<file path="src/rtl/xlat_pkg.sv">
package xlat_pkg;

    localparam int WORD_W = 32;
    localparam int ATTR_W = 2;

    typedef struct packed {
        logic [63:0]       addr;
        logic [ATTR_W-1:0] attr;
    } xlat_req_t;

    // Mask covering the page-offset bits.
    function automatic logic [63:0] offset_mask(input int unsigned page_bits);
        return (64'd1 << page_bits) - 64'd1;
    endfunction

endpackage

</file>
<file path="src/rtl/xlat_table.sv">
module xlat_table
    import xlat_pkg::*;
#(
    parameter int PAGE_BITS = 12,
    parameter int IDX_W     = 4
) (
    input  logic              clk,
    input  logic              rst,
    input  logic              cfg_wr,
    input  logic [IDX_W:0]    cfg_sel,
    input  logic [WORD_W-1:0] cfg_wdata,
    output logic [WORD_W-1:0] cfg_rdata,
    input  logic [IDX_W-1:0]  lk_idx,
    output logic [63:0]       lk_base,
    output logic [ATTR_W-1:0] lk_attr
);
    localparam int               ENTRIES  = 1 << IDX_W;
    localparam logic [63:0]      OFS_MASK = offset_mask(PAGE_BITS);
    localparam logic [WORD_W-1:0] BASE_KEEP = ~OFS_MASK[WORD_W-1:0];

    logic [WORD_W-1:0] lo_q   [ENTRIES];
    logic [WORD_W-1:0] hi_q   [ENTRIES];
    logic [ATTR_W-1:0] attr_q [ENTRIES];

    logic [IDX_W-1:0] cfg_ent;
    assign cfg_ent = cfg_sel[IDX_W:1];

    always_ff @(posedge clk) begin
        if (rst) begin
            for (int i = 0; i < ENTRIES; i++) begin
                lo_q[i]   <= '0;
                hi_q[i]   <= '0;
                attr_q[i] <= '0;
            end
        end else if (cfg_wr) begin
            if (cfg_sel[0]) begin
                hi_q[cfg_ent] <= cfg_wdata;
            end else begin
                lo_q[cfg_ent]   <= cfg_wdata & BASE_KEEP;
                attr_q[cfg_ent] <= cfg_wdata[ATTR_W-1:0];
            end
        end
    end

    always_comb begin
        if (cfg_sel[0])
            cfg_rdata = hi_q[cfg_ent];
        else
            cfg_rdata = lo_q[cfg_ent] | {{(WORD_W-ATTR_W){1'b0}}, attr_q[cfg_ent]};
    end

    assign lk_base = {hi_q[lk_idx], lo_q[lk_idx]};
    assign lk_attr = attr_q[lk_idx];

endmodule

</file>
<file path="src/rtl/xlat_compose.sv">
module xlat_compose
    import xlat_pkg::*;
#(
    parameter int PAGE_BITS  = 12,
    parameter int SPACE_BITS = 16
) (
    input  logic                            wide,
    input  logic [63:0]                     in_addr,
    output logic [SPACE_BITS-PAGE_BITS-1:0] idx,
    input  logic [63:0]                     base,
    input  logic [ATTR_W-1:0]               attr,
    output xlat_req_t                       result
);
    localparam logic [63:0] OFS_MASK = offset_mask(PAGE_BITS);

    logic [63:0] merged;

    assign idx = in_addr[SPACE_BITS-1:PAGE_BITS];

    always_comb begin
        merged = (base & ~OFS_MASK) | (in_addr & OFS_MASK);
        if (!attr[0])
            merged[63:32] = '0;
        if (wide) begin
            result.addr = in_addr;
            result.attr = '0;
        end else begin
            result.addr = merged;
            result.attr = attr;
        end
    end

endmodule

</file>
<file path="src/rtl/xlat_stage.sv">
module xlat_stage
    import xlat_pkg::*;
(
    input  logic      clk,
    input  logic      rst,
    input  logic      in_valid,
    output logic      in_ready,
    input  xlat_req_t d,
    output logic      out_valid,
    input  logic      out_ready,
    output xlat_req_t q
);
    logic full_q;

    assign in_ready  = !full_q || out_ready;
    assign out_valid = full_q;

    always_ff @(posedge clk) begin
        if (rst) begin
            full_q <= 1'b0;
            q      <= '0;
        end else if (in_ready) begin
            full_q <= in_valid;
            if (in_valid)
                q <= d;
        end
    end

endmodule

</file>
<file path="src/rtl/addr_xlat.sv">
module addr_xlat
    import xlat_pkg::*;
#(
    parameter int PAGE_BITS  = 12,
    parameter int SPACE_BITS = 16,
    localparam int IDX_W     = SPACE_BITS - PAGE_BITS
) (
    input  logic              clk,
    input  logic              rst,
    input  logic              wide_mode,
    input  logic              in_valid,
    output logic              in_ready,
    input  logic [63:0]       in_addr,
    output logic              out_valid,
    input  logic              out_ready,
    output logic [63:0]       out_addr,
    output logic [1:0]        out_attr,
    input  logic              cfg_wr,
    input  logic [IDX_W:0]    cfg_sel,
    input  logic [31:0]       cfg_wdata,
    output logic [31:0]       cfg_rdata
);
    logic [IDX_W-1:0]  lk_idx;
    logic [63:0]       lk_base;
    logic [ATTR_W-1:0] lk_attr;
    xlat_req_t         next_req;
    xlat_req_t         held_req;

    xlat_table #(.PAGE_BITS(PAGE_BITS), .IDX_W(IDX_W)) u_table (
        .clk(clk), .rst(rst),
        .cfg_wr(cfg_wr), .cfg_sel(cfg_sel), .cfg_wdata(cfg_wdata), .cfg_rdata(cfg_rdata),
        .lk_idx(lk_idx), .lk_base(lk_base), .lk_attr(lk_attr)
    );

    xlat_compose #(.PAGE_BITS(PAGE_BITS), .SPACE_BITS(SPACE_BITS)) u_compose (
        .wide(wide_mode), .in_addr(in_addr), .idx(lk_idx),
        .base(lk_base), .attr(lk_attr), .result(next_req)
    );

    xlat_stage u_stage (
        .clk(clk), .rst(rst),
        .in_valid(in_valid), .in_ready(in_ready), .d(next_req),
        .out_valid(out_valid), .out_ready(out_ready), .q(held_req)
    );

    assign out_addr = held_req.addr;
    assign out_attr = held_req.attr;

endmodule

</file>
<file path="config.mk">
export PLATFORM = sky130hd
export DESIGN_NAME = addr_xlat
export DESIGN_NICKNAME = d
export VERILOG_FILES = /design/src/rtl/xlat_pkg.sv /design/src/rtl/xlat_table.sv /design/src/rtl/xlat_compose.sv /design/src/rtl/xlat_stage.sv /design/src/rtl/addr_xlat.sv
export SDC_FILE = /design/constraint.sdc
export NUM_CORES = 2
export LEC_CHECK = 0
export BUFFER_PORTS_ARGS = -buffer_cell sky130_fd_sc_hd__clkbuf_2
export CORE_ASPECT_RATIO = 1.25
export CORE_UTILIZATION = 37
export DETAILED_ROUTE_END_ITERATION = 12
export PLACE_DENSITY = 0.5
export SLEW_MARGIN = 20
export SYNTH_ARGS = -nofsm -noshare
export SYNTH_HDL_FRONTEND = slang
export SYNTH_HIERARCHICAL = 1
export SYNTH_SLANG_ARGS = --single-unit
</file>
<file path="constraint.sdc">
create_clock -name clk -period 2.5 [get_ports clk]
set_clock_uncertainty 0.1 [all_clocks]
set_input_delay 0.125 -clock clk [delete_from_list [all_inputs] [get_ports clk]]
set_output_delay 0.125 -clock clk [all_outputs]
set_load 0.1 [all_outputs]
</file>
* Word-level counts from Yosys, hierarchy flattened
Memories as Yosys holds them, arrays and structs flattened. Index checks and enable logic that the tools add are counted.
Operators by class: mux-type cells 22, bitwise gates (word level) 2, reductions and logical operators 6
Operators with widths (number):
- 2-to-1 mux 32 bit | 3
- 2-to-1 mux 66 bit | 1
- bitwise OR 64 x 12 -> 64 bit | 1
- bitwise OR 32 x 2 -> 32 bit | 1
- OR reduction 32 bit | 1
- 2-to-1 mux 20 bit | 1
- OR reduction 20 bit | 1
- 2-to-1 mux 1 bit | 13
- 2-to-1 mux 4 bit | 3
- 2-to-1 mux 2 bit | 1
- AND reduction 2 bit | 1
- OR reduction 2 bit | 1
- logical NOT 1 bit | 1
- logical OR 1 bit | 1
Word-level totals: bits in registers 67, RAM bits 864, output and inout bits 100, memories 3
Memory list:
- u_table.hi_q | words 16, bits a word 32, read ports 2, clocked after Yosys merged registers in 0, wr ports 16, RTL line xlat_table.sv:22 | logic [WORD_W-1:0] hi_q [ENTRIES];
- u_table.lo_q | words 16, bits a word 20, read ports 2, clocked after Yosys merged registers in 0, wr ports 16, RTL line xlat_table.sv:21 | logic [WORD_W-1:0] lo_q [ENTRIES];
- u_table.attr_q | words 16, bits a word 2, read ports 2, clocked after Yosys merged registers in 0, wr ports 16, RTL line xlat_table.sv:23 | logic [ATTR_W-1:0] attr_q [ENTRIES];

* Logic depth before layout (Yosys ltp)
depth in word-level cells 6, mapped depth 11

* Hierarchy
Netlist, hierarchy kept.
By module, submodules not included:
- xlat_table | times used 1, cells an instance 2971, area each 45755.1 um2, seq. area each 25944.9 um2
- xlat_stage | times used 1, cells an instance 305, area each 3594.7 um2, seq. area each 1341.3 um2
- xlat_compose | times used 1, cells an instance 83, area each 768.2 um2, seq. area each 0.0 um2

* Least setup slack after synthesis
OpenSTA, ideal clock, no wires.
kind input port to output port, from input cfg_sel[4], to output cfg_rdata[30], data arrival time 2.894 ns, path slack -0.619 ns, stages 7, cell sequence buf_2 > or3b_2 > clkbuf_1 > clkbuf_1 > o22ai_1 > nor2_1 > a32oi_1
Between the ends: longest elaborated chain between the ends 3, elaborated cells on any way between the ends 4, classes of those cells mux (1); bitwise (1); memory (2)
RTL lines:
- from (decl) | RTL line addr_xlat.sv:19 | input logic [IDX_W:0] cfg_sel,
- memory read (16 x 20 bit)
- bitwise OR 32 x 2 -> 32 bit | RTL line xlat_table.sv:49 | cfg_rdata = lo_q[cfg_ent] | {{(WORD_W-ATTR_W){1'b0}}, attr_q[cfg_ent]};
- 2-to-1 mux 32 bit * | RTL line xlat_table.sv:46 | if (cfg_sel[0])
- to (decl) | RTL line addr_xlat.sv:21 | output logic [31:0] cfg_rdata
Mark *: on every way between the ends. The rest lies on a longest branch, timed or not.

==> impl_metrics.toml <==
[status]
status = "finished with violations"
violations = "setup timing"

[clocking]
cts_tree = "yes"
ctsRootBufferMaster = "clkbuf_16"
clkTransAtPathRegs_ps = 70
cts.sinks = 931
cts_buffer_depth = 3
numCtsBuffers = 100
insertion_delay_ps = 720
htreeDepth = 3

[job]
max_cap_viol_count = 0

[worst_setup_path]
reg2regPathDepth = 7
crit_required_ps = 2280
critPathKind = "register to primary output"
startpoint = "u_table/lo_q[2][16]"
end_kind = "primary output"
r2r_slack_ps = 20
critPathCapture = "cfg_rdata[28]"
critical_path_arrival_ps = 2540
worst_r2r_endpoint = "u_stage/q[14]"
startpoint_type = "register"
cp_max_fo = 2
r2r-start = "u_table/lo_q[5][0]"

[sta]
slew_violations = 0
hold_slack_ps = 60.6
fmaxAchievable_ghz = 0.361
post-route-period-util_pct = 111
finalSetupViolations = 20
post-route-min-period_ps = 2770
hold_viol_final = 0
rsz0062_at_grt = "yes"
worstMarginPinSlew_ps = 838
setup_slack_ps = -267
maxSlewHeadroom_pct = 44.4

[route]
viasPerCell = 6.02
post_drt_wl_per_cell_um = 37.9
ant_nets = 0
drt_iter0_drc = 3569
drt_pass1_iterations = 7
vias = 33341
drc = 0
wl_mm = 210

[floorplan]
top_level_ports = 207
fp.dieW_um = 331
rows = 150
die_h_um = 413
dieArea_sq_um = 137000
start_util_pct = 37.3
coreArea_sq_um = 134000

[placement]
place_hpwl_mm = 140
io_buffers = 206
dp_cells = 5255
dp_slack_ps = -231
globalplace.congestion = 0.887

[grt]
grt_pass1_wl_mm = 284
grt_pass1_vias = 34434
overflow = 0
track_usage_pct = 30.6
grt_max_degree = 88
antenna_found_initial = 28

[final_layout]
final_nets = 3802
synthToLayoutAreaGrowth_pct = 21.3
final_util_pct = 45.3
finalNonFillerCells = 5537
drive_gt1_share_pct = 38.2

[logic_synthesis]
yosysWarnings = 6
netlist_instances = 3346
syn_area_sq_um = 50000
synthesis.nets = 3453
syn_area_per_cell_sq_um = 15.0

[hold_path]
min_path_type = "input pin to register"
hp-start = "cfg_wdata[27]"

[pwr]
p_per_area_nw_per_um2 = 667
vdd_ir_drop_max_mv = 0.536
p_leak_nw = 21.7
-- timing repair --
action | 4_1_cts | 5_1_grt
resized for setup | 83 | 12
pin swaps | 45 | 17
hold buffers | 83 | 0
buffers inserted | 15 | 2
hold endpoints to repair | 223 | 0
setup endpoints to repair | 22 | 22
-- per-layer routing --
metal / routed length, um / up-vias / track usage (%) / share of wire (%)
met1: 77100 / 17583 / 36.2 / 37
met3: 15900 / 510 / 5.92 / 7.6
met5: 106 / - / 0 / 0.051
met2: 102000 / 1766 / 51.2 / 49
met4: 14400 / 16 / 18.9 / 6.9
li1: - / 13466 / - / -
-- worst max-delay path, cell delays in order (launching register included) --
cell,delay [ps]
edfxtp_1,420
mux4_2,460
a22o_1,230
a2111oi_2,210
buf_4,220
a21oi_4,70
buf_12,190
-- layout make-up --
cell class	count	area, sq um
flip-flops and latches	931	27300
clock inverters	53	460
repair buffers	620	6240
well taps	1748	2190
multi-input cells	2041	21700
fillers	11723	73300
clock buffers	133	2740
inverters	1	3.75
diodes	10	25.0
-- where the power goes --
part / switching, mW / leakage (nW) / internal (mW) / total, mW
Sequential: 0.548 / 8.77 / 17.9 / 18.4
Combinational: 4.35 / 11.3 / 2.82 / 7.17
Clock: 6.54 / 1.54 / 8.33 / 14.9
Total: 11.4 / 21.7 / 29.0 / 40.4
-- flip-flops by register name, indices dropped and copies added (netlist names) --
| register | cells |
|---|---|
| u_table/hi_q | 512 |
| u_table/lo_q | 320 |
| u_stage/q | 66 |
| u_table/attr_q | 32 |
| u_stage/out_valid | 1 |
-- through the flow --
stage	setup TNS [ps]	total power [mW]	instance area, sq um
global placement	-3080	25.5	56100
finish	-2190	40.4	60700
detailed placement	-2340	25.6	56100
global route	-2970	41.4	60600
floorplan	0	22.5	50200
CTS	-3170	40.6	60600
-- placed cells by master, fill, tap and decap left out, types with 5 or more instances in the layout --
| master | instances |
|---|---|
| o22ai_2 | 10 |
| nand3_1 | 15 |
| buf_6 | 5 |
| dlygate4sd3_1 | 83 |
| nand2_1 | 34 |
| clkinv_2 | 14 |
| dfxtp_1 | 67 |
| buf_12 | 138 |
| nor2_1 | 11 |
| clkbuf_1 | 26 |
| a21bo_1 | 14 |
| and2_1 | 866 |
| a21oi_2 | 71 |
| clkinvlp_4 | 8 |
| a22oi_2 | 22 |
| buf_4 | 227 |
| diode_2 | 10 |
| mux2_4 | 15 |
| bufinv_16 | 6 |
| clkbuf_2 | 161 |
| nor3_1 | 8 |
| mux4_2 | 398 |
| nand3_2 | 73 |
| clkinv_1 | 18 |
| mux2i_1 | 196 |
| a21bo_2 | 52 |
| or2_2 | 33 |
| o22ai_1 | 55 |
| nor2_4 | 16 |
| mux2_1 | 5 |
| a21oi_1 | 6 |
| a22oi_1 | 7 |
| a22o_1 | 32 |
| clkbuf_16 | 104 |
| nor2_2 | 18 |
| a32oi_4 | 11 |
| o221ai_1 | 11 |
| edfxtp_1 | 864 |
| a2bb2oi_2 | 18 |
-- worst min path at each step --
stage	to	slack [ps]	cells past startpoint
finish	u_table/lo_q[6][15]	60	2
global route	u_stage/q[31]	80	4
CTS	u_table/lo_q[6][15]	2	2
detailed placement	u_stage/q[12]	270	3
global placement	u_stage/q[13]	270	3
floorplan	u_table/attr_q[0][1]	220	1
No activity file was read; power rests on OpenSTA's default activity.
